$ cat src/rtl/spi_flag_pkg.sv
package spi_flag_pkg;

   // status vector bit positions
   localparam int ST_DONE = 7;
   localparam int ST_WCOL = 6;
   localparam int ST_OVR  = 5;
   localparam int ST_MODF = 4;

   // control fields
   typedef struct packed {
      logic ie;
      logic mst;
      logic en;
   } ctl_t;

endpackage

$ cat src/rtl/spi_seq_flag.sv
// One sticky flag with its clearing sequence. READ_CLEARS picks the
// variant: clear on a status read alone, or read-then-finish with an armed bit.
module spi_seq_flag #(
   parameter bit READ_CLEARS = 1'b0
) (
   input  logic clk,
   input  logic rst_n,
   input  logic set_i,
   input  logic st_rd_i,
   input  logic finish_i,
   output logic flag_o,
   output logic armed_o,
   output logic clr_o
);

   logic flag_q;
   logic clr;

   generate
      if (READ_CLEARS) begin : g_rd
         assign clr     = st_rd_i & flag_q;
         assign armed_o = 1'b0;
      end else begin : g_seq
         logic armed_q;

         assign clr     = armed_q & finish_i & flag_q;
         assign armed_o = armed_q;

         always_ff @(posedge clk or negedge rst_n) begin
            if (!rst_n)
               armed_q <= 1'b0;
            else if (clr)
               armed_q <= 1'b0;
            else if (st_rd_i && flag_q)
               armed_q <= 1'b1;
            else if (!flag_q)
               armed_q <= 1'b0;
         end

         // only a read while set arms, so the armed bit implies the flag
         a_r10_armed_needs_flag: assert property (@(posedge clk) disable iff (!rst_n)
            armed_q |-> flag_q);
         // an arming read seen while the flag is clear does not arm
         a_r10_no_arm_when_clear: assert property (@(posedge clk) disable iff (!rst_n)
            (!flag_q && !armed_q && !set_i) |=> !armed_q);
      end
   endgenerate

   always_ff @(posedge clk or negedge rst_n) begin
      if (!rst_n)
         flag_q <= 1'b0;
      else if (set_i)
         flag_q <= 1'b1;
      else if (clr)
         flag_q <= 1'b0;
   end

   assign flag_o = flag_q;
   assign clr_o  = clr & ~set_i;

endmodule

$ cat src/rtl/spi_ctl_reg.sv
// Control bits with the mode-fault override and lock.
module spi_ctl_reg
   import spi_flag_pkg::*;
(
   input  logic clk,
   input  logic rst_n,
   input  logic fault_i,
   input  logic wr_i,
   input  ctl_t wdata_i,
   input  logic modf_i,
   input  logic unlock_i,
   output ctl_t ctl_o
);

   ctl_t ctl_q;
   logic locked;

   assign locked = modf_i & ~unlock_i;

   always_ff @(posedge clk or negedge rst_n) begin
      if (!rst_n) begin
         ctl_q <= '0;
      end else begin
         if (wr_i)
            ctl_q.ie <= wdata_i.ie;
         if (fault_i) begin
            ctl_q.en  <= 1'b0;
            ctl_q.mst <= 1'b0;
         end else if (wr_i) begin
            ctl_q.en  <= locked ? 1'b0 : wdata_i.en;
            ctl_q.mst <= locked ? 1'b0 : wdata_i.mst;
         end
      end
   end

   assign ctl_o = ctl_q;

   // a locked write leaves enable and master low
   a_r4_locked_write: assert property (@(posedge clk) disable iff (!rst_n)
      (wr_i && modf_i && !unlock_i) |=> (!ctl_q.en && !ctl_q.mst));

endmodule

$ cat src/rtl/spi_data_regs.sv
// Receive hold and transmit byte registers with collision detect.
module spi_data_regs #(
   parameter int DW = 8
) (
   input  logic          clk,
   input  logic          rst_n,
   input  logic          done_i,
   input  logic          done_flag_i,
   input  logic [DW-1:0] rx_i,
   input  logic          busy_i,
   input  logic          wr_i,
   input  logic [DW-1:0] wdata_i,
   output logic [DW-1:0] rx_o,
   output logic [DW-1:0] tx_o,
   output logic          load_o,
   output logic          coll_o
);

   logic [DW-1:0] rx_q, tx_q;
   logic          load_q;
   logic          accept;

   assign accept = wr_i & ~busy_i;
   assign coll_o = wr_i & busy_i;

   always_ff @(posedge clk or negedge rst_n) begin
      if (!rst_n) begin
         rx_q   <= '0;
         tx_q   <= '0;
         load_q <= 1'b0;
      end else begin
         if (done_i && !done_flag_i)
            rx_q <= rx_i;
         if (accept)
            tx_q <= wdata_i;
         load_q <= accept;
      end
   end

   assign rx_o   = rx_q;
   assign tx_o   = tx_q;
   assign load_o = load_q;

   // a colliding write is dropped
   a_r8_drop_on_busy: assert property (@(posedge clk) disable iff (!rst_n)
      (wr_i && busy_i) |=> (!load_q && $stable(tx_q)));

endmodule

$ cat src/rtl/spi_flag_ctrl.sv
module spi_flag_ctrl
   import spi_flag_pkg::*;
#(
   parameter int DATA_W  = 8,
   parameter int SS_SYNC = 0
) (
   input  logic              clk,
   input  logic              rst_n,
   input  logic              ss_n_i,
   input  logic              busy_i,
   input  logic              byte_done_i,
   input  logic [DATA_W-1:0] rx_byte_i,
   input  logic              st_rd_i,
   input  logic              dr_rd_i,
   input  logic              dr_wr_i,
   input  logic [DATA_W-1:0] dr_wdata_i,
   input  logic              ctl_wr_i,
   input  logic [2:0]        ctl_wdata_i,
   output logic [DATA_W-1:0] status_o,
   output logic [DATA_W-1:0] rx_data_o,
   output logic [DATA_W-1:0] tx_data_o,
   output logic              tx_load_o,
   output logic              spi_en_o,
   output logic              master_o,
   output logic              irq_en_o,
   output logic              irq_o
);

   localparam int SYNC_W = (SS_SYNC > 0) ? SS_SYNC : 1;

   initial begin
      assert (DATA_W >= 8) else $error("DATA_W must hold the status bits");
      assert (SS_SYNC >= 0 && SS_SYNC <= 4) else $error("SS_SYNC out of range");
   end

   logic ss_n;
   ctl_t ctl;
   logic fault;
   logic done_q, ovr_q, wcol_q, modf_q;
   logic modf_clr;
   logic coll;
   logic done_arm, wcol_arm, ovr_arm, modf_arm;
   logic done_clr, wcol_clr, ovr_clr;

   generate
      if (SS_SYNC > 0) begin : g_sync
         logic [SYNC_W-1:0] ss_pipe;
         always_ff @(posedge clk or negedge rst_n) begin
            if (!rst_n)
               ss_pipe <= '1;
            else
               ss_pipe <= {ss_pipe[SYNC_W-2+1-1:0], ss_n_i} >> 0;
         end
         assign ss_n = ss_pipe[SYNC_W-1];
      end else begin : g_direct
         assign ss_n = ss_n_i;
      end
   endgenerate

   assign fault = ctl.mst & ~ss_n;

   spi_ctl_reg u_ctl (
      .clk     (clk),
      .rst_n   (rst_n),
      .fault_i (fault),
      .wr_i    (ctl_wr_i),
      .wdata_i (ctl_t'(ctl_wdata_i)),
      .modf_i  (modf_q),
      .unlock_i(modf_clr),
      .ctl_o   (ctl)
   );

   spi_data_regs #(.DW(DATA_W)) u_data (
      .clk        (clk),
      .rst_n      (rst_n),
      .done_i     (byte_done_i),
      .done_flag_i(done_q),
      .rx_i       (rx_byte_i),
      .busy_i     (busy_i),
      .wr_i       (dr_wr_i),
      .wdata_i    (dr_wdata_i),
      .rx_o       (rx_data_o),
      .tx_o       (tx_data_o),
      .load_o     (tx_load_o),
      .coll_o     (coll)
   );

   spi_seq_flag #(.READ_CLEARS(1'b0)) u_done (
      .clk(clk), .rst_n(rst_n), .set_i(byte_done_i), .st_rd_i(st_rd_i),
      .finish_i(dr_rd_i), .flag_o(done_q), .armed_o(done_arm), .clr_o(done_clr)
   );

   spi_seq_flag #(.READ_CLEARS(1'b0)) u_wcol (
      .clk(clk), .rst_n(rst_n), .set_i(coll), .st_rd_i(st_rd_i),
      .finish_i(dr_rd_i), .flag_o(wcol_q), .armed_o(wcol_arm), .clr_o(wcol_clr)
   );

   spi_seq_flag #(.READ_CLEARS(1'b1)) u_ovr (
      .clk(clk), .rst_n(rst_n), .set_i(byte_done_i & done_q), .st_rd_i(st_rd_i),
      .finish_i(1'b0), .flag_o(ovr_q), .armed_o(ovr_arm), .clr_o(ovr_clr)
   );

   spi_seq_flag #(.READ_CLEARS(1'b0)) u_modf (
      .clk(clk), .rst_n(rst_n), .set_i(fault), .st_rd_i(st_rd_i),
      .finish_i(ctl_wr_i), .flag_o(modf_q), .armed_o(modf_arm), .clr_o(modf_clr)
   );

   always_comb begin
      status_o          = '0;
      status_o[ST_DONE] = done_q;
      status_o[ST_WCOL] = wcol_q;
      status_o[ST_OVR]  = ovr_q;
      status_o[ST_MODF] = modf_q;
   end

   assign spi_en_o = ctl.en;
   assign master_o = ctl.mst;
   assign irq_en_o = ctl.ie;
   assign irq_o    = ctl.ie & (done_q | ovr_q | modf_q);

   // a fault drops enable and master and raises the flag
   a_r2_fault_drops_mode: assert property (@(posedge clk) disable iff (!rst_n)
      fault |=> (modf_q && !ctl.en && !ctl.mst));
   // enable and master stay low while the fault flag is up
   a_r4_locked_while_fault: assert property (@(posedge clk) disable iff (!rst_n)
      modf_q |-> (!ctl.en && !ctl.mst));
   // a second byte before the flag clears sets overrun and keeps the byte
   a_r6_keep_first_byte: assert property (@(posedge clk) disable iff (!rst_n)
      (byte_done_i && done_q) |=> (ovr_q && $stable(rx_data_o)));
   // status read clears overrun unless a new overrun arrives
   a_r7_ovr_read_clear: assert property (@(posedge clk) disable iff (!rst_n)
      (ovr_q && st_rd_i && !(byte_done_i && done_q)) |=> !ovr_q);
   // collision alone never interrupts
   a_r11_wcol_quiet: assert property (@(posedge clk) disable iff (!rst_n)
      (!done_q && !ovr_q && !modf_q) |-> !irq_o);

endmodule

$ cat config.mk
export PLATFORM = sky130hd
export DESIGN_NAME = spi_flag_ctrl
export DESIGN_NICKNAME = d
export VERILOG_FILES = /design/src/rtl/spi_flag_pkg.sv /design/src/rtl/spi_seq_flag.sv /design/src/rtl/spi_ctl_reg.sv /design/src/rtl/spi_data_regs.sv /design/src/rtl/spi_flag_ctrl.sv
export SDC_FILE = /design/constraint.sdc
export NUM_CORES = 1
export LEC_CHECK = 0
export BUFFER_PORTS_ARGS = -buffer_cell sky130_fd_sc_hd__buf_2
export CORE_AREA = 2 2 57 59
export DETAILED_ROUTE_END_ITERATION = 6
export DIE_AREA = 0 0 59 61
export GPL_TIMING_DRIVEN = 0
export PLACE_DENSITY = 0.73
export SKIP_CTS_REPAIR_TIMING = 1
export SLEW_MARGIN = 30
export SYNTH_ARGS = -nofsm -noshare
export SYNTH_HDL_FRONTEND = slang
export SYNTH_SLANG_ARGS = --single-unit
export TNS_END_PERCENT = 100
$ cat constraint.sdc
create_clock -name clk -period 1.28 [get_ports clk]
set_clock_uncertainty 0.15 [all_clocks]
set_input_delay 0.064 -clock clk [delete_from_list [all_inputs] [get_ports clk]]
set_output_delay 0.064 -clock clk [all_outputs]
set_load 0.05 [all_outputs]
==> run_summary.xml, run 1 <==
<?xml version="1.0" encoding="UTF-8"?>
<metrics>
  <group name="drt">
    <metric name="drc_errors" unit="">0</metric>
    <metric name="drtPass1Iterations" unit="">4</metric>
    <metric name="drc_violation_total_after_the_first_tritonroute_iteration" unit="">21</metric>
    <metric name="drt_wl_total" unit="mm">2.59</metric>
    <metric name="route.antenna.remaining_nets" unit="">0</metric>
    <metric name="detailroute.via_count" unit="">895</metric>
    <metric name="post_drt_wl_per_cell" unit="um">12.9</metric>
    <metric name="routed_via_density" unit="">4.48</metric>
  </group>
  <group name="place">
    <metric name="post-dp-hpwl" unit="mm">1.60</metric>
    <metric name="placed_cells_incl_taps" unit="">166</metric>
    <metric name="gpl.final_weighted_congestion" unit="">0.687</metric>
    <metric name="place_worst_setup_slack" unit="ns">-0.0248</metric>
    <metric name="io_buffers" unit="">52</metric>
  </group>
  <group name="global_route">
    <metric name="grt_use_total" unit="%">13.1</metric>
    <metric name="grt_max_degree" unit="">28</metric>
    <metric name="antenna_found_initial" unit="">0</metric>
    <metric name="grt_first_pass_wirelength" unit="mm">3.51</metric>
    <metric name="first_global_vias" unit="">804</metric>
    <metric name="overflow" unit="">0</metric>
  </group>
  <group name="worst_setup_path">
    <metric name="critical_path_arrival" unit="ns">1.25</metric>
    <metric name="critical_path_class" unit="">flip-flop to primary output</metric>
    <metric name="cp_data_required_time" unit="ns">1.07</metric>
    <metric name="startpoint_type" unit="">flip-flop</metric>
    <metric name="slowest_stage" unit="">sky130_fd_sc_hd__dfrtp_2</metric>
    <metric name="path_buf_inv" unit="">1</metric>
    <metric name="critPathMaxStageDelay" unit="ns">0.45</metric>
    <metric name="path_cells" unit="">o31a_2 &gt; buf_6</metric>
    <metric name="timing.critical_path.to_type" unit="">primary output</metric>
    <metric name="path_max_fanout" unit="">4</metric>
    <metric name="timing.critical_path.max_delay_family" unit="">flip-flops</metric>
  </group>
  <group name="hold_path">
    <metric name="hold_path.class" unit="">primary input to async pin</metric>
  </group>
  <group name="floorplan">
    <metric name="io-pin-count" unit="">57</metric>
    <metric name="design.die.area" unit="um^2">3600</metric>
    <metric name="die_x" unit="um">59</metric>
    <metric name="row_count" unit="">20</metric>
    <metric name="start_util" unit="%">39.5</metric>
    <metric name="die_y" unit="um">61</metric>
    <metric name="area_of_the_placeable_core" unit="um^2">2950</metric>
  </group>
  <group name="final_layout">
    <metric name="combined_flip_flop_and_latch_cell_area" unit="um^2">677</metric>
    <metric name="multi_input_comb_area" unit="um^2">422</metric>
    <metric name="stdcell_count" unit="">200</metric>
    <metric name="post_route_cells_drive_above_1_share" unit="%">52.7</metric>
    <metric name="nets" unit="">196</metric>
    <metric name="final_core_util" unit="%">62.8</metric>
    <metric name="layout.filler_cells" unit="">212</metric>
    <metric name="antenna_cells" unit="">0</metric>
    <metric name="synthesis_to_layout_area_growth" unit="%">59.1</metric>
  </group>
  <group name="timing">
    <metric name="timing.final.setup_violations" unit="">19</metric>
    <metric name="worst-slew-pin-transition" unit="ns">0.588</metric>
    <metric name="slew_headroom" unit="%">60.8</metric>
    <metric name="maxClockFrequency" unit="MHz">683</metric>
    <metric name="hold_ws" unit="ns">0.126</metric>
    <metric name="hold_viol" unit="">0</metric>
    <metric name="setup_repair_after_global_routing_missed_its_margin" unit="">true</metric>
    <metric name="finalMaxSlewViolations" unit="">0</metric>
    <metric name="min_period" unit="ns">1.46</metric>
    <metric name="fin_crit_sh" unit="%">114</metric>
    <metric name="fin_ws" unit="ns">-0.184</metric>
    <metric name="fin_tns_setup" unit="ns">-1.75</metric>
  </group>
  <group name="logic_synthesis">
    <metric name="post_synth.cell_area_avg" unit="um^2">15.0</metric>
    <metric name="synth_top_cell_by_area" unit="">sky130_fd_sc_hd__dfrtp_1</metric>
    <metric name="postSynthRegisterBits" unit="">27</metric>
    <metric name="yosys_warnings" unit="">0</metric>
    <metric name="syn_area" unit="um^2">1170</metric>
    <metric name="yosysSeqAreaShare" unit="%">57.9</metric>
    <metric name="netlist.area_leader.share" unit="%">57.9</metric>
    <metric name="synth_area_leaders" unit="">sky130_fd_sc_hd__dfrtp_1, sky130_fd_sc_hd__mux2_4, sky130_fd_sc_hd__buf_4, sky130_fd_sc_hd__buf_6, sky130_fd_sc_hd__a21boi_1</metric>
    <metric name="syn-instance-count" unit="">78</metric>
    <metric name="synth_cell_type_count" unit="">23</metric>
  </group>
  <group name="clock_tree">
    <metric name="cts_sinks" unit="">27</metric>
    <metric name="cts_buffer_depth" unit="">2</metric>
    <metric name="cts-htree-levels" unit="">1</metric>
    <metric name="clk_pin_slew" unit="ns">0.14</metric>
    <metric name="cts_tree" unit="">yes</metric>
    <metric name="cts_root_buf" unit="">sky130_fd_sc_hd__clkbuf_4</metric>
    <metric name="worstSkewPairLatency" unit="ns">0.31</metric>
    <metric name="cts-buffers-inserted" unit="">3</metric>
  </group>
  <group name="status">
    <metric name="failing_checks" unit="">setup timing</metric>
    <metric name="outcome" unit="">complete, but fails checks</metric>
  </group>
  <group name="run">
    <metric name="max_cap_viol_count" unit="">0</metric>
  </group>
  <group name="power">
    <metric name="ir_drop" unit="mV">0.906</metric>
    <metric name="p_leak" unit="nW">0.937</metric>
    <metric name="power_density" unit="nW/um^2">1760</metric>
  </group>
</metrics>
-- final timing paths --
check | slack (ns) | start | to | cells after the start
setup / recovery | -0.18 | u_done.flag_o$_DFFE_PN0P_ | irq_o | 2
hold reg to reg | 0.36 | u_done.armed_o$_DFFE_PN0P_ | u_done.armed_o$_DFFE_PN0P_ | 1
max in group asynchronous | 0.43 | rst_n | u_done.flag_o$_DFFE_PN0P_ | 2
setup reg to reg | -0.15 | u_done.flag_o$_DFFE_PN0P_ | u_data.rx_o[0]$_DFFE_PN0P_ | 4
hold / removal | 0.13 | rst_n | u_wcol.armed_o$_DFFE_PN0P_ | 2
min in group clk | 0.35 | dr_wr_i | u_wcol.flag_o$_DFFE_PN0P_ | 3
-- layout make-up --
cell class	count	share of cell area, %
Buffer	9	4.45
Tap cell	33	2.23
Inverter	1	0.202
Multi-Input combinational cell	43	22.7
Timing Repair Buffer	83	32.5
Clock buffer	4	1.42
Sequential cell	27	36.5
-- layout by cell type, fill, tap and decap left out, drive strengths merged --
cell type and instances:
buf 65, dlygate4sd3 27, dfrtp 27, mux2 17, conb 4, clkbuf 4, nor2b 3, nand2b 2
nand2 2, a21o 2, a21boi 2, o21a 2, o31a 1, nor2 1, a211oi 1, nand3 1
a21oi 1, inv 1, a22o 1, mux2i 1, and2 1, or2 1
-- report_power, final --
group	internal, mW	total, mW	switching (mW)	leakage [nW]
sequential	1.08	1.23	0.149	0.317
clock	0.122	0.354	0.232	0.0150
combinational	0.646	1.67	1.03	0.605
total	1.85	3.26	1.41	0.937
-- layer usage --
metal	GRT usage, %	share of wire, %
met1	15.4	40
met2	24.0	54
met3	2.77	5.0
met4	3.90	1.0
met5	0	0
-- cells in the mapped netlist, drive strengths merged --
cell type  instances
nor2               1
dfrtp             27
a211oi             1
a22o               1
a21o               2
or2                1
o21a               2
mux2i              1
nand2b             2
mux2              17
buf               10
o31a               1
a21oi              1
conb               1
nor2b              3
a21boi             2
nand2              2
nand3              1
inv                1
and2               1
-- worst reg2reg max path, cell delays in order (launching register included) --
cell,delay [ns]
sky130_fd_sc_hd__dfrtp_2,0.45
sky130_fd_sc_hd__buf_4,0.15
sky130_fd_sc_hd__nor2b_4,0.11
sky130_fd_sc_hd__buf_8,0.15
sky130_fd_sc_hd__mux2_4,0.31
-- logic make-up (layout without fill, tap and decap cells) --
group	count (synthesis)	count (layout)	synth area share, %
muxes	18	18	22.4
and+or+nand+nor	11	11	5.36
DFF	27	27	57.9
buffers and inverters	11	97	7.40
AOI/OAI and AO/OA	10	10	6.54
other	1	4	0.322
-- metrics by stage --
step                      instance area [um^2]  power (mW)
after floorplan                           1180        2.40
after global placement                    1480        2.70
after detailed placement                  1480        2.73
after CTS                                 1510        3.09
after global routing                      1860        3.43
final                                     1860        3.26
(Power assumes the default switching activity.)
==> run 2, diff against run 1 <==
--- a/config.mk
+++ b/config.mk
@@ -10,7 +10,7 @@
 export DETAILED_ROUTE_END_ITERATION = 6
 export DIE_AREA = 0 0 59 61
 export GPL_TIMING_DRIVEN = 0
-export PLACE_DENSITY = 0.73
+export PLACE_DENSITY_LB_ADDON = 0.15
 export SKIP_CTS_REPAIR_TIMING = 1
 export SLEW_MARGIN = 30
 export SYNTH_ARGS = -nofsm -noshare
==> run 2 against run 1 <==
- the run still ends with setup timing left
- register-to-register slack hardly changed
- clock power is 2% higher
- via count is 1.0% higher
- largest power group unchanged
- die area stayed put
- global-route usage is 0.62 points lower
==> run_summary.xml, run 2 (synthesis gave the netlist of run 1 again) <==
<?xml version="1.0" encoding="UTF-8"?>
<metrics>
  <group name="worst_setup_path">
    <metric name="path_buf_inv" unit="">1</metric>
    <metric name="startpoint_type" unit="">flip-flop</metric>
    <metric name="r2r_depth" unit="">4</metric>
    <metric name="critical_path_class" unit="">flip-flop to primary output</metric>
    <metric name="worst-r2r-setup-slack" unit="ns">-0.14</metric>
    <metric name="timing.critical_path.max_delay_family" unit="">flip-flops</metric>
    <metric name="worstReg2RegEnd" unit="">u_data.rx_o[0]$_DFFE_PN0P_</metric>
    <metric name="path_cells" unit="">o31a_2 &gt; buf_8</metric>
    <metric name="critPathMaxStageDelay" unit="ns">0.44</metric>
    <metric name="slowest_stage" unit="">sky130_fd_sc_hd__dfrtp_1</metric>
    <metric name="timing.critical_path.to_type" unit="">primary output</metric>
    <metric name="path_max_fanout" unit="">4</metric>
    <metric name="r2r_start" unit="">u_done.flag_o$_DFFE_PN0P_</metric>
    <metric name="critical_path_arrival" unit="ns">1.26</metric>
    <metric name="cp_data_required_time" unit="ns">1.07</metric>
  </group>
  <group name="timing">
    <metric name="worst-slew-pin-transition" unit="ns">0.576</metric>
    <metric name="hold_viol" unit="">0</metric>
    <metric name="timing.final.setup_violations" unit="">10</metric>
    <metric name="min_period" unit="ns">1.47</metric>
    <metric name="slew_headroom" unit="%">61.6</metric>
    <metric name="finalMaxSlewViolations" unit="">0</metric>
    <metric name="setup_repair_after_global_routing_missed_its_margin" unit="">true</metric>
    <metric name="maxClockFrequency" unit="MHz">679</metric>
    <metric name="fin_crit_sh" unit="%">115</metric>
    <metric name="fin_ws" unit="ns">-0.193</metric>
  </group>
  <group name="place">
    <metric name="detailed_place.area" unit="um^2">1480</metric>
    <metric name="post-dp-hpwl" unit="mm">1.56</metric>
    <metric name="io_buffers" unit="">52</metric>
    <metric name="placed_cells_incl_taps" unit="">166</metric>
    <metric name="gpl.final_weighted_congestion" unit="">0.669</metric>
  </group>
  <group name="run">
    <metric name="max_cap_viol_count" unit="">0</metric>
  </group>
  <group name="global_route">
    <metric name="overflow" unit="">0</metric>
    <metric name="grt_use_total" unit="%">12.5</metric>
    <metric name="met2_grt_util" unit="%">21.6</metric>
    <metric name="grt_most_used_layer" unit="">met2</metric>
    <metric name="use_met1" unit="%">15.1</metric>
    <metric name="grt_first_pass_wirelength" unit="mm">3.35</metric>
    <metric name="first_global_vias" unit="">748</metric>
    <metric name="grt_max_degree" unit="">28</metric>
    <metric name="met3_usage" unit="%">2.99</metric>
    <metric name="antenna_found_initial" unit="">0</metric>
  </group>
  <group name="final_layout">
    <metric name="final_cell_area" unit="um^2">1860</metric>
    <metric name="antenna_cells" unit="">0</metric>
    <metric name="nets" unit="">195</metric>
    <metric name="stdcell_count" unit="">199</metric>
    <metric name="synthesis_to_layout_area_growth" unit="%">59.3</metric>
    <metric name="post_route_cells_drive_above_1_share" unit="%">51.8</metric>
    <metric name="most_frequent_standard_cell_in_the_layout_excluding_fill_and_tap_cells" unit="">sky130_fd_sc_hd__buf_2</metric>
    <metric name="layout_common_cells" unit="">sky130_fd_sc_hd__buf_2, sky130_fd_sc_hd__dlygate4sd3_1, sky130_fd_sc_hd__dfrtp_1</metric>
    <metric name="layout.filler_cells" unit="">260</metric>
  </group>
  <group name="floorplan">
    <metric name="die_y" unit="um">61</metric>
    <metric name="row_count" unit="">20</metric>
    <metric name="design.die.area" unit="um^2">3600</metric>
    <metric name="io-pin-count" unit="">57</metric>
    <metric name="start_util" unit="%">39.5</metric>
    <metric name="die_x" unit="um">59</metric>
    <metric name="area_of_the_placeable_core" unit="um^2">2950</metric>
  </group>
  <group name="drt">
    <metric name="drtPass1Iterations" unit="">4</metric>
    <metric name="drt_wl_total" unit="mm">2.57</metric>
    <metric name="routed_via_density" unit="">4.54</metric>
    <metric name="route.antenna.remaining_nets" unit="">0</metric>
    <metric name="drc_violation_total_after_the_first_tritonroute_iteration" unit="">20</metric>
    <metric name="post_drt_wl_per_cell" unit="um">12.9</metric>
    <metric name="detailroute.via_count" unit="">904</metric>
    <metric name="drc_errors" unit="">0</metric>
  </group>
  <group name="clock_tree">
    <metric name="clk_pin_slew" unit="ns">0.14</metric>
    <metric name="worstSkewPairLatency" unit="ns">0.31</metric>
    <metric name="cts_root_buf" unit="">sky130_fd_sc_hd__clkbuf_4</metric>
    <metric name="cts-buffers-inserted" unit="">3</metric>
    <metric name="cts_buffer_depth" unit="">2</metric>
    <metric name="cts_sinks" unit="">27</metric>
    <metric name="cts-htree-levels" unit="">1</metric>
    <metric name="cts_tree" unit="">yes</metric>
  </group>
  <group name="status">
    <metric name="failing_checks" unit="">setup timing</metric>
    <metric name="outcome" unit="">complete, but fails checks</metric>
  </group>
  <group name="hold_path">
    <metric name="hold_path.class" unit="">primary input to async pin</metric>
  </group>
  <group name="power">
    <metric name="power_switching_share" unit="%">43.1</metric>
    <metric name="pwr-share-clk" unit="%">11.0</metric>
    <metric name="power_density" unit="nW/um^2">1750</metric>
    <metric name="power.share.sequential" unit="%">37.6</metric>
    <metric name="total_switching_power" unit="mW">1.40</metric>
    <metric name="combinationalPowerShare" unit="%">51.3</metric>
    <metric name="ir_drop" unit="mV">0.733</metric>
    <metric name="p_leak" unit="nW">0.937</metric>
    <metric name="power.internal" unit="mW">1.85</metric>
  </group>
</metrics>
[run 2: cell types whose count changed in the layout (fill, tap and decap cells not counted), sizes merged]
cell	before	now
buf	65	64
[run 2: per-stage QoR]
stage	hold WS, ns	util (%)	setup WS [ns]	total power, mW	TNS, ns
final	0.115	62.9	-0.193	3.26	-1.30
after global routing	0.141	62.9	-0.255	3.42	-1.91
after CTS	-0.407	51.0	-0.268	3.09	-0.823
after detailed placement	-0.0403	50.1	-0.0289	2.72	-0.198
after global placement	-0.0503	50.1	-0.0186	2.70	-0.133
after floorplan	-0.382	-	0.0457	2.40	0
[run 2: worst max-delay path by stage]
stage | startpoint | end | slack (ns) | cells after the start
final | u_done.flag_o$_DFFE_PN0P_ | irq_o | -0.19 | 2
after global routing | u_done.flag_o$_DFFE_PN0P_ | irq_o | -0.25 | 2
after CTS | u_modf.flag_o$_DFFE_PN0P_ | irq_o | -0.27 | 2
after detailed placement | u_done.flag_o$_DFFE_PN0P_ | u_data.rx_o[3]$_DFFE_PN0P_ | -0.03 | 3
after global placement | u_done.flag_o$_DFFE_PN0P_ | u_data.rx_o[3]$_DFFE_PN0P_ | -0.02 | 3
after floorplan | u_ctl.ctl_o[2]$_DFFE_PN0P_ | irq_o | 0.05 | 1
[run 2: power groups by stage]
stage,Clock (mW),Combinational [mW],Sequential [mW]
after CTS,0.382,1.49,1.22
after detailed placement,0,1.49,1.24
after floorplan,0,0.592,1.80
after global routing,0.414,1.75,1.25
after global placement,0,1.48,1.23
final,0.360,1.67,1.23
[run 2: routing by layer]
metal	up-vias	share of wire [%]	wire [um]
met1	438	39	1010
li1	430	-	-
met5	-	0	0
met2	34	55	1420
met4	0	0.31	8
met3	2	5.3	137
[run 2: cell type report]
| type | instances | area, um^2 | area share [%] |
|---|---|---|---|
| sequential | 27 | 676 | 36.4 |
| timing repair buffer | 84 | 626 | 33.7 |
| multi-input combinational | 43 | 422 | 22.7 |
| buffer | 7 | 63.8 | 3.43 |
| tap | 33 | 41.3 | 2.22 |
| clock buffer | 4 | 26.3 | 1.41 |
| inverter | 1 | 3.75 | 0.202 |
[run 2: worst register-to-register path: stages, from the launching register on]
cell                      delay, ns
sky130_fd_sc_hd__dfrtp_1       0.44
sky130_fd_sc_hd__buf_4         0.16
sky130_fd_sc_hd__nor2b_4       0.11
sky130_fd_sc_hd__buf_8         0.15
sky130_fd_sc_hd__mux2_4        0.31
==> run 3, diff against run 2 <==
--- a/config.mk
+++ b/config.mk
@@ -7,6 +7,7 @@
 export LEC_CHECK = 0
 export BUFFER_PORTS_ARGS = -buffer_cell sky130_fd_sc_hd__buf_2
 export CORE_AREA = 2 2 57 59
+export CTS_BUF_LIST = sky130_fd_sc_hd__clkbuf_4 sky130_fd_sc_hd__clkbuf_8
 export DETAILED_ROUTE_END_ITERATION = 6
 export DIE_AREA = 0 0 59 61
 export GPL_TIMING_DRIVEN = 0
==> run 3 against run 2 <==
- largest cell class unchanged
- highest routed layer unchanged
- combinational power is essentially flat
- utilization up 0.13 points
- the flow still finishes with violations (setup timing)
- largest power group unchanged
- maximum frequency rose by 0.24%
- sequential power about the same
==> run_summary.xml, run 3 (synthesis gave the netlist of run 1 again) <==
<?xml version="1.0" encoding="UTF-8"?>
<metrics>
  <group name="worst_setup_path">
    <metric name="cp_data_required_time" unit="ns">1.07</metric>
    <metric name="critPathMaxStageDelay" unit="ns">0.44</metric>
    <metric name="r2r_start" unit="">u_done.flag_o$_DFFE_PN0P_</metric>
    <metric name="worst-r2r-setup-slack" unit="ns">-0.13</metric>
    <metric name="worstReg2RegEnd" unit="">u_data.rx_o[0]$_DFFE_PN0P_</metric>
    <metric name="timing.critical_path.max_delay_family" unit="">flip-flops</metric>
    <metric name="path_max_fanout" unit="">4</metric>
    <metric name="startpoint_type" unit="">flip-flop</metric>
    <metric name="critical_path_arrival" unit="ns">1.26</metric>
    <metric name="path_buf_inv" unit="">1</metric>
    <metric name="timing.critical_path.to_type" unit="">primary output</metric>
    <metric name="critical_path_class" unit="">flip-flop to primary output</metric>
    <metric name="r2r_depth" unit="">4</metric>
    <metric name="path_cells" unit="">o31a_2 &gt; buf_8</metric>
    <metric name="critical_path_depth" unit="">2</metric>
    <metric name="slowest_stage" unit="">sky130_fd_sc_hd__dfrtp_1</metric>
  </group>
  <group name="status">
    <metric name="outcome" unit="">complete, but fails checks</metric>
    <metric name="failing_checks" unit="">setup timing</metric>
  </group>
  <group name="clock_tree">
    <metric name="cts-htree-levels" unit="">1</metric>
    <metric name="clk_pin_slew" unit="ns">0.14</metric>
    <metric name="cts_root_buf" unit="">sky130_fd_sc_hd__clkbuf_4</metric>
    <metric name="cts_sinks" unit="">27</metric>
    <metric name="cts-buffers-inserted" unit="">3</metric>
    <metric name="cts_buffer_depth" unit="">2</metric>
    <metric name="worstSkewPairLatency" unit="ns">0.31</metric>
    <metric name="cts_tree" unit="">yes</metric>
  </group>
  <group name="place">
    <metric name="io_buffers" unit="">52</metric>
    <metric name="post-dp-hpwl" unit="mm">1.56</metric>
    <metric name="gpl.final_weighted_congestion" unit="">0.669</metric>
    <metric name="placed_cells_incl_taps" unit="">166</metric>
  </group>
  <group name="timing">
    <metric name="hold_viol" unit="">0</metric>
    <metric name="timing.final.setup_violations" unit="">10</metric>
    <metric name="fin_ws" unit="ns">-0.190</metric>
    <metric name="slew_headroom" unit="%">61.6</metric>
    <metric name="maxClockFrequency" unit="MHz">680</metric>
    <metric name="setup_repair_after_global_routing_missed_its_margin" unit="">true</metric>
    <metric name="fin_crit_sh" unit="%">115</metric>
    <metric name="finalMaxSlewViolations" unit="">0</metric>
    <metric name="min_period" unit="ns">1.47</metric>
    <metric name="worst-slew-pin-transition" unit="ns">0.576</metric>
  </group>
  <group name="final_layout">
    <metric name="most_frequent_standard_cell_in_the_layout_excluding_fill_and_tap_cells" unit="">sky130_fd_sc_hd__buf_2</metric>
    <metric name="final_core_util" unit="%">63.1</metric>
    <metric name="synthesis_to_layout_area_growth" unit="%">59.7</metric>
    <metric name="nets" unit="">195</metric>
    <metric name="antenna_cells" unit="">0</metric>
    <metric name="layout.filler_cells" unit="">257</metric>
    <metric name="stdcell_count" unit="">199</metric>
    <metric name="post_route_cells_drive_above_1_share" unit="%">52.4</metric>
    <metric name="layout_common_cells" unit="">sky130_fd_sc_hd__buf_2, sky130_fd_sc_hd__dlygate4sd3_1, sky130_fd_sc_hd__dfrtp_1</metric>
  </group>
  <group name="floorplan">
    <metric name="die_x" unit="um">59</metric>
    <metric name="design.die.area" unit="um^2">3600</metric>
    <metric name="io-pin-count" unit="">57</metric>
    <metric name="die_y" unit="um">61</metric>
    <metric name="area_of_the_placeable_core" unit="um^2">2950</metric>
    <metric name="start_util" unit="%">39.5</metric>
    <metric name="row_count" unit="">20</metric>
  </group>
  <group name="drt">
    <metric name="drt_wl_total" unit="mm">2.55</metric>
    <metric name="route.antenna.remaining_nets" unit="">0</metric>
    <metric name="drtPass1Iterations" unit="">4</metric>
    <metric name="post_drt_wl_per_cell" unit="um">12.8</metric>
    <metric name="detailroute.via_count" unit="">902</metric>
    <metric name="routed_via_density" unit="">4.53</metric>
    <metric name="drc_violation_total_after_the_first_tritonroute_iteration" unit="">19</metric>
    <metric name="drc_errors" unit="">0</metric>
  </group>
  <group name="global_route">
    <metric name="antenna_found_initial" unit="">0</metric>
    <metric name="grt_use_total" unit="%">12.2</metric>
    <metric name="first_global_vias" unit="">745</metric>
    <metric name="grt_first_pass_wirelength" unit="mm">3.28</metric>
    <metric name="overflow" unit="">0</metric>
    <metric name="grt_max_degree" unit="">28</metric>
  </group>
  <group name="power">
    <metric name="ir_drop" unit="mV">0.719</metric>
    <metric name="power_density" unit="nW/um^2">1760</metric>
    <metric name="p_leak" unit="nW">0.941</metric>
  </group>
  <group name="hold_path">
    <metric name="hold_path.class" unit="">primary input to async pin</metric>
  </group>
  <group name="run">
    <metric name="max_cap_viol_count" unit="">0</metric>
  </group>
</metrics>
## run 3: cell counts in the layout (fill, tap and decap cells not counted)
No cell type changed its count.
## run 3: layer usage
metal  wire, um  up-vias  GRT usage (%)
li1           -      430              -
met1       1000      436           15.0
met2       1400       34           20.8
met3        134        2           2.99
met4          8        0           4.87
met5          0        -              0
## run 3: worst register-to-register path, cell delays in order, from the launching register on
cell and delay (ns):
sky130_fd_sc_hd__dfrtp_1 0.44, sky130_fd_sc_hd__buf_4 0.16, sky130_fd_sc_hd__nor2b_4 0.11, sky130_fd_sc_hd__buf_8 0.15, sky130_fd_sc_hd__mux2_4 0.31
## run 3: power by group
group | leakage [nW] | switching, mW | internal (mW)
clock | 0.0184 | 0.231 | 0.143
sequential | 0.318 | 0.144 | 1.08
combinational | 0.605 | 1.02 | 0.650
total | 0.941 | 1.40 | 1.87
## run 3: cell type report
type | count | area [um^2] | area share [%]
Sequential cell | 27 | 676 | 36.3
Timing Repair Buffer | 84 | 626 | 33.6
Multi-Input combinational cell | 43 | 422 | 22.6
Buffer | 7 | 63.8 | 3.43
Tap cell | 33 | 41.3 | 2.22
Clock buffer | 4 | 30.0 | 1.61
Inverter | 1 | 3.75 | 0.202
## run 3: stage by stage
step | TNS, ns | total power [mW] | instance area, um^2 | worst slack [ns] | hold slack [ns]
floorplan | 0 | 2.40 | 1180 | 0.0457 | -0.382
global placement | -0.133 | 2.70 | 1480 | -0.0186 | -0.0503
detailed placement | -0.198 | 2.72 | 1480 | -0.0289 | -0.0403
CTS | -0.868 | 3.11 | 1510 | -0.268 | -0.408
global route | -1.90 | 3.43 | 1860 | -0.248 | 0.143
finish | -1.29 | 3.27 | 1860 | -0.190 | 0.117
## run 3: worst max path at each step
stage / endpoint / from
final: irq_o / u_done.flag_o$_DFFE_PN0P_
after CTS: irq_o / u_modf.flag_o$_DFFE_PN0P_
after global placement: u_data.rx_o[3]$_DFFE_PN0P_ / u_done.flag_o$_DFFE_PN0P_
after floorplan: irq_o / u_ctl.ctl_o[2]$_DFFE_PN0P_
after global routing: irq_o / u_done.flag_o$_DFFE_PN0P_
after detailed placement: u_data.rx_o[3]$_DFFE_PN0P_ / u_done.flag_o$_DFFE_PN0P_
